File: config.mk
export PLATFORM = sky130hd
export DESIGN_NAME = airtime_calc
export DESIGN_NICKNAME = d
export VERILOG_FILES = /design/src/rtl/airtime_calc.sv
export SDC_FILE = /design/constraint.sdc
export NUM_CORES = 1
export LEC_CHECK = 0
export BUFFER_PORTS_ARGS = -buffer_cell sky130_fd_sc_hd__buf_2
export CAP_MARGIN = 40
export CORE_UTILIZATION = 35
export DETAILED_ROUTE_END_ITERATION = 7
export RECOVER_POWER = 100
export SLEW_MARGIN = 20
export SYNTH_ARGS = -nofsm -noshare
export SYNTH_HDL_FRONTEND = slang
export SYNTH_SLANG_ARGS = --single-unit
File: constraint.sdc
create_clock -name clk -period 6.1 [get_ports clk]
set_clock_uncertainty 0.05 [all_clocks]
set_input_delay 0.61 -clock clk [delete_from_list [all_inputs] [get_ports clk]]
set_output_delay 0.61 -clock clk [all_outputs]
set_load 0.02 [all_outputs]
File: src/rtl/airtime_calc.sv
module airtime_calc #(
  parameter int LEN_W     = 12,
  parameter int RATE_W    = 10,
  parameter int CC_W      = 8,
  parameter int TO_W      = 8,
  parameter int SIFS_HALF = 32,
  parameter int SIFS_QTR  = 64,
  parameter int SLOT_HALF = 13,
  parameter int SLOT_QTR  = 21
) (
  input  logic              clk,
  input  logic              rst_n,
  input  logic              start,
  input  logic [LEN_W-1:0]  len_bytes,
  input  logic [RATE_W-1:0] rate,
  input  logic [1:0]        bw_mode,
  input  logic [CC_W-1:0]   cov_class,
  output logic              busy,
  output logic              done,
  output logic [LEN_W+13:0] duration,
  output logic [CC_W+3:0]   slot_time,
  output logic [TO_W-1:0]   ack_timeout,
  output logic [TO_W-1:0]   cts_timeout,
  output logic              to_err
);
  localparam int NUM_W = LEN_W + 8;
  localparam int DVD_W = NUM_W + 1;
  localparam int DEN_W = RATE_W + 5;
  localparam int DUR_W = LEN_W + 14;
  localparam int SL_W  = CC_W + 4;
  localparam int CNT_W = $clog2(DVD_W + 1);
  localparam logic [SL_W-1:0] TO_MAX = SL_W'((1 << TO_W) - 1);

  function automatic int sifs_of(input logic [1:0] m);
    case (m)
      2'd1: return 8;
      2'd2: return SIFS_HALF;
      2'd3: return SIFS_QTR;
      default: return 16;
    endcase
  endfunction

  function automatic int pre_of(input logic [1:0] m);
    case (m)
      2'd1: return 14;
      2'd2: return 40;
      2'd3: return 80;
      default: return 20;
    endcase
  endfunction

  function automatic int sym_of(input logic [1:0] m);
    case (m)
      2'd2: return 8;
      2'd3: return 16;
      default: return 4;
    endcase
  endfunction

  function automatic int slot_of(input logic [1:0] m);
    case (m)
      2'd1: return 6;
      2'd2: return SLOT_HALF;
      2'd3: return SLOT_QTR;
      default: return 9;
    endcase
  endfunction

  logic [RATE_W:0]  rate_eff;
  logic [1:0]       mode_q;
  logic [CC_W-1:0]  cc_q;
  logic [DEN_W-1:0] den_q;
  logic [DEN_W-1:0] acc;
  logic [DVD_W-1:0] qr;
  logic [CNT_W-1:0] cnt;

  always_comb begin
    case (bw_mode)
      2'd2:    rate_eff = ({1'b0, rate} + (RATE_W+1)'(1)) >> 1;
      2'd3:    rate_eff = ({1'b0, rate} + (RATE_W+1)'(3)) >> 2;
      default: rate_eff = {1'b0, rate};
    endcase
  end

  wire [DEN_W-1:0] den_c  = DEN_W'(rate_eff) * DEN_W'(sym_of(bw_mode));
  wire [DVD_W-1:0] bits_c = DVD_W'(22) + DVD_W'({len_bytes, 3'b000});
  wire [DVD_W-1:0] dvd_c  = bits_c * DVD_W'(10) + DVD_W'(den_c) - DVD_W'(1);

  wire [DEN_W:0] trial = {acc, qr[DVD_W-1]};
  wire           ge    = trial >= {1'b0, den_q};
  wire [DEN_W:0] diff  = trial - {1'b0, den_q};

  wire [SL_W-1:0]  slot_n = SL_W'(slot_of(mode_q)) + SL_W'(3) * SL_W'(cc_q);
  wire [SL_W-1:0]  to_n   = slot_n + SL_W'(sifs_of(mode_q));
  wire [DUR_W-1:0] dur_n  = DUR_W'(sifs_of(mode_q)) + DUR_W'(pre_of(mode_q))
                          + DUR_W'(sym_of(mode_q)) * DUR_W'(qr);

  always_ff @(posedge clk) begin
    if (!rst_n) begin
      busy <= 1'b0; done <= 1'b0; to_err <= 1'b0;
      mode_q <= '0; cc_q <= '0; den_q <= '0; acc <= '0; qr <= '0; cnt <= '0;
      duration <= '0; slot_time <= '0; ack_timeout <= '0; cts_timeout <= '0;
    end else begin
      done <= 1'b0;
      if (!busy) begin
        if (start) begin
          busy   <= 1'b1;
          mode_q <= bw_mode;
          cc_q   <= cov_class;
          den_q  <= den_c;
          qr     <= dvd_c;
          acc    <= '0;
          cnt    <= CNT_W'(DVD_W);
        end
      end else if (cnt != '0) begin
        acc <= ge ? diff[DEN_W-1:0] : trial[DEN_W-1:0];
        qr  <= {qr[DVD_W-2:0], ge};
        cnt <= cnt - CNT_W'(1);
      end else begin
        busy      <= 1'b0;
        done      <= 1'b1;
        duration  <= dur_n;
        slot_time <= slot_n;
        if (to_n > TO_MAX) begin
          to_err <= 1'b1;
        end else begin
          to_err      <= 1'b0;
          ack_timeout <= to_n[TO_W-1:0];
          cts_timeout <= to_n[TO_W-1:0];
        end
      end
    end
  end

  a_r11_done_single: assert property (@(posedge clk) disable iff (!rst_n)
    done |=> !done);
  a_r11_done_idle: assert property (@(posedge clk) disable iff (!rst_n)
    done |-> !busy && $past(busy));
  a_r10_no_abort: assert property (@(posedge clk) disable iff (!rst_n)
    (busy && cnt != '0) |=> busy);
  a_r9_err_holds: assert property (@(posedge clk) disable iff (!rst_n)
    (done && to_err) |-> ($stable(ack_timeout) && $stable(cts_timeout)));
  a_r8_to_above_slot: assert property (@(posedge clk) disable iff (!rst_n)
    (done && !to_err) |-> (SL_W'(ack_timeout) > slot_time));
  a_r7_slot_floor: assert property (@(posedge clk) disable iff (!rst_n)
    done |-> (slot_time >= SL_W'(6)));
endmodule

**Word level (Yosys, flattened, before mapping)**

Index checks and enable logic that the tools add are counted.
W data, S select, Z words.

- Bits in registers: 115
- Bits of input ports: 35
- Output and inout bits: 57
- Word-level logic and storage cells: 66

- $add $sub $neg: 11
- Multiply operators: 4
- Magnitude comparators: 2
- Equality and inequality tests: 6
- Multiplexer cells: 21
- Bitwise logic cells: 3
- Reduce and logical (&&, ||, !) cells: 7

Operators with widths:

| cell | number |
|---|---|
| $mux W21 | 3 |
| $mux W15 | 4 |
| $add A26 B26 Y26 | 2 |
| $pmux W7 S3 | 2 |
| $mul A26 B21 Y26 | 1 |
| $add A20 B15 Y21 | 1 |
| $sub A21 B1 Y21 const B | 1 |
| $pmux W10 S2 | 1 |
| $pmux W5 S2 | 2 |
| $mul A16 B3 Y19 const B | 1 |
| $add A5 B15 Y16 const A | 1 |
| $ge A16 B15 Y1 | 1 |
| $mul A10 B15 Y15 | 1 |
| $mux W5 | 3 |
| $pmux W5 S3 | 1 |
| $sub A15 B15 Y15 | 1 |
| $add A12 B10 Y12 | 1 |
| $add A12 B12 Y12 | 1 |
| $gt A12 B8 Y1 const B | 1 |
| $add A10 B1 Y11 const B | 1 |
| $add A10 B2 Y11 const B | 1 |
| $mul A2 B8 Y10 const A | 1 |
| $eq A2 B2 Y1 const B | 4 |
| $reduce_and A2 Y1 | 4 |
| 8 further kinds | 14 |

**Logic depth before layout (Yosys ltp)**

- Depth in word-level cells: 7
- Gate-level depth with buffers: 29

**Worst setup path after synthesis**

Ideal clock, no wire load.

- Path type: input to register
- Start: in rate[2]
- End: reg qr[20]
- Library setup time: 0.130 ns
- Arrival: 5.646 ns
- Setup slack: 0.274 ns
- Stages: 28
- Buffers on the path: 2
- Cells stage by stage: clkbuf_1 and3_1 and3_1 clkbuf_1 o21ai_0 xnor2_1 nand3_1 fa_1 inv_1 ha_1 ha_1 ha_1 o21ai_0 a21oi_1 o21ai_0 a21oi_1 xnor2_1 ha_1 inv_1 ha_1 a21o_1 a21o_1 a21o_1 a21oi_1 nor2b_1 a211oi_1 xor2_1 o31ai_1

- Cells in the longest elaborated chain, start to end: 7

RTL lines:

| what | line | text |
|---|---|---|
| from (decl) | 15 | `input logic [RATE_W-1:0] rate,` |
| $add A10 B2 Y11 or $add A10 B1 Y11 (tied branches) | 80, 79 |  |
| $pmux W10 S2 * | 78 | `case (bw_mode)` |
| $mul A10 B15 Y15 * | 85 | `wire [DEN_W-1:0] den_c = DEN_W'(rate_eff) * DEN_W'(sym_of(bw_mode));` |
| $add A20 B15 Y21 * | 87 | `wire [DVD_W-1:0] dvd_c = bits_c * DVD_W'(10) + DVD_W'(den_c) - DVD_W'(1);` |
| $sub A21 B1 Y21 * | 87 |  |
| $mux W21 * | 106 | `if (start) begin` |
| $mux W21 * | 105 | `if (!busy) begin` |
| to (signal assigned) | 111 | `qr <= dvd_c;` |
| to (signal assigned) | 117 | `qr <= {qr[DVD_W-2:0], ge};` |
| to (decl) | 74 | `logic [DVD_W-1:0] qr;` |

Mark *: on every way between the ends. The rest lies on a longest branch, timed or not. The select of a mux whose other input is x is not followed.
A chain may end at the register's enable or synchronous reset.

**Worst setup path in the final report**

- Start: reg mode_q[1]
- End: reg duration[24]

- Cells in the longest elaborated chain, start to end: 4

RTL lines:

| what | line | text |
|---|---|---|
| from (decl) | 70 | `logic [1:0] mode_q;` |
| from (signal assigned) | 108 | `mode_q <= bw_mode;` |
| $eq A2 B2 Y1 or $eq A2 B1 Y1 (tied branches) | 35, 44, 53 |  |
| $pmux W5 S2, or another cell as far along | 53 | `case (m)` |
| $mul A26 B21 Y26 or $add A26 B26 Y26 (tied branches) | 96, 95 |  |
| $add A26 B26 Y26 * | 96 | `+ DUR_W'(sym_of(mode_q)) * DUR_W'(qr);` |
| to (signal assigned) | 122 | `duration <= dur_n;` |
| to (decl) | 20 | `output logic [LEN_W+13:0] duration,` |

Mark *: on every way between the ends. The rest lies on a longest branch, timed or not.

==> flow_summary.ini <==
[synthesis]
synthSimpleGateAreaFrac_pct = 17.02
synth_top_family_by_area = adder cells
synth_compound_area_share_pct = 16.61
synthFlopType = dfxtp_1
avgSynthCellArea_um2 = 8.127
synth-adder-area-share_pct = 29.92
yosysSeqAreaShare_pct = 19.55
ys_types = 71
synthXorXnorAreaFrac_pct = 7.075
async_reset_ff_share_pct = 0
ys_warn_count = 0
ys_ff_latch = 110
synth_area_um2 = 11260
postSynthCellCount = 1386
synth_mux_area_share_pct = 2.144
synth_edf_count = 0

[route]
wl_mm = 24.78
drt_pass1_iterations = 5
ant_nets = 0
drtIter0Drc = 474
post-route-drc-count = 0
wl_per_cell_um = 13.35
num_vias = 9349
vias_per_cell = 5.037

[timing]
layout_setup_ws_ns = 0.3294
setup_viol = 0
tightest_slew_ns = 1.842
hold_violations = 0
maxSlewHeadroom_pct = -23.37
grt_setup_unrepaired = yes
max_freq_mhz = 173.3
slew_violations = 88
period_share_pct = 94.60
layout_min_cycle_time_ns = 5.771

[floorplanning]
coreArea_um2 = 31640
fp-row-count = 65
die_y_um = 181.4
start_util_pct = 35.61
die_width_um = 181.4
pin_count = 92
die_area_um2 = 32910

[setup_path]
worstPathRequired_ns = 6.33
critPathCaptureType = flop
cpPeakStageDelay_ns = 0.64
crit_top_cell = inv_1
arrival_ns = 6.00
crit_chain = clkbuf_1 -> clkinv_1 -> clkbuf_1 -> ha_1 -> inv_1 -> fa_1 -> inv_1 -> ha_1 -> inv_1 -> fa_1 -> inv_1 -> ha_1 -> inv_1 -> fa_1 -> nor2b_1 -> o21ai_0 -> a21boi_0 -> o211ai_1 -> a31oi_1 -> o21bai_1 -> a2111o_1 -> a31oi_1
startpoint_type = flop
slowest_stage = clkbuf_1
path_class = flop to flop
critical_path.max_fanout = 18

[global_route]
antenna_found_initial = 0
grt_pass1_vias = 8594
gr-usage-all-layers_pct = 15.08
overflow = 0
grt_start_max_net_pins = 58
grt_pass1_wl_mm = 41.26

[final_layout]
most-common-layout-cells = ha_1 (199), nand2_1 (182), inv_1 (146)
final_util_pct = 38.82
diodes = 0
layout-drive-gt1-share_pct = 5.502
layout_commonest_cell = ha_1
final_nets = 1728
fillers = 3234
fin_area_um2 = 12280
area_growth_pct = 9.031

[clock_tree]
numClockSinks = 110
cts_tree = done
htreeDepth = 3
cts-root-buf = clkbuf_16
clockBufferDepth = 2
clock_latency_ns = 0.36
path_clk_slew_ns = 0.07
cts_buffers = 9

[job]
maxCapViolCount = 3

[run_status]
outcome = finished, violations left
violations = max-capacitance violations, max-slew violations

[place]
place.port_buffers = 88
pre_cts_ws_ns = 0.05051
dpl_cell_area_um2 = 12090
gp_congestion = 0.8526
dp_hpwl_mm = 19.65

[power]
total_leakage_power_nw = 5.920
worst_ir_drop_vdd_uv = 134.8
p_per_area_nw_per_um2 = 267.2

[min_path]
hold_path_class = flop to flop
[path summary, 6_finish.rpt]
kind / from / to / slack (ns) / cells after the start
setup / recovery: mode_q[1] / duration[24] / 0.33 / 22
hold / removal: duration[11] / duration[11] / 0.40 / 2
setup reg to reg: mode_q[1] / duration[24] / 0.33 / 22
hold reg to reg: duration[11] / duration[11] / 0.40 / 2
[cell type report]
cell class | count | area (um^2) | share of cell area, %
Timing Repair Buffer | 111 | 515.5 | 4.197
Sequential cell | 110 | 2202 | 17.93
Inverter | 148 | 555.5 | 4.523
Tap cell | 402 | 503.0 | 4.095
Clock buffer | 10 | 239.0 | 1.946
Clock inverter | 5 | 83.83 | 0.6826
Multi-Input combinational cell | 1070 | 8183 | 66.63
[flip-flops by register name, indices dropped and copies added, names as in the netlist]
name / cells
duration: 25
qr: 21
acc: 15
den_q: 13
slot_time: 10
cc_q: 8
cts_timeout: 8
cnt: 5
mode_q: 2
busy: 1
done: 1
to_err: 1
[worst max-delay path, delay by kind of cell (launching register included)]
| family | cells | cell delay [ns] |
|---|---|---|
| and+or+nand+nor | 1 | 0.12 |
| AOI/OAI and AO/OA | 7 | 1.54 |
| DFF | 1 | 0.40 |
| buffers and inverters | 8 | 1.36 |
| adders and majority gates | 6 | 2.23 |
[cells by family after synthesis]
group	count (synthesis)
and+or+nand+nor	417
AOI/OAI and AO/OA	291
adders and majority gates	243
buffers and inverters	209
DFF	110
xor gates and xnor gates	91
muxes	24
other	1
[through the flow]
step | setup TNS [ns] | cells | total power [mW] | hold WS [ns]
CTS | 0 | 1856 | 3.348 | 0.4021
global route | -0.06931 | 1856 | 3.575 | 0.4252
finish | 0 | 1856 | 3.282 | 0.3997
detailed placement | 0 | 1841 | 2.675 | 0.3919
floorplan | 0 | 1389 | 2.281 | 0.3821
global placement | 0 | 1840 | 2.670 | 0.3896
[synthesized netlist by cell type (all sizes together) (5+ instances only)]
cell type | number | area share, %
a31oi | 11 | 0.74
a211o | 5 | 0.47
mux2i | 23 | 2.0
a21oi | 111 | 5.1
inv | 147 | 4.9
nand2b | 24 | 1.3
ha | 199 | 22
o221ai | 12 | 0.93
dfxtp | 110 | 20
and2 | 17 | 0.96
a211oi | 14 | 0.98
fa | 44 | 7.8
nor3 | 19 | 0.84
xor2 | 37 | 2.9
clkbuf | 39 | 1.3
buf | 20 | 1.2
nor2 | 78 | 2.6
o31ai | 6 | 0.44
xnor2 | 54 | 4.2
nand2 | 182 | 6.1
nor4 | 5 | 0.33
o21a | 15 | 1.0
a21o | 25 | 1.7
nor2b | 28 | 1.6
o21ai | 57 | 2.5
nand3 | 35 | 1.6
and3 | 11 | 0.61
o211ai | 7 | 0.56
or3 | 5 | 0.28
[report_power, final]
part           leakage (nW)  internal [mW]  switching [mW]
registers             0.898          0.797          0.0840
logic                  4.87          0.748            1.00
clock network         0.151          0.370           0.279
total                  5.92           1.91            1.37
[what timing repair did]
item	CTS	global route
endpoints found under the setup margin	0	2
resized for setup	0	3
hold buffers	0	0
buffers inserted	0	0
[layer usage]
layer	GRT usage, %	wire length (um)	up-vias
met3	1.504	746	15
met4	3.356	248	0
li1	-	-	4816
met1	21.27	12470	4353
met5	0	0	-
met2	24.71	11320	165
(Power assumes the default switching activity.)
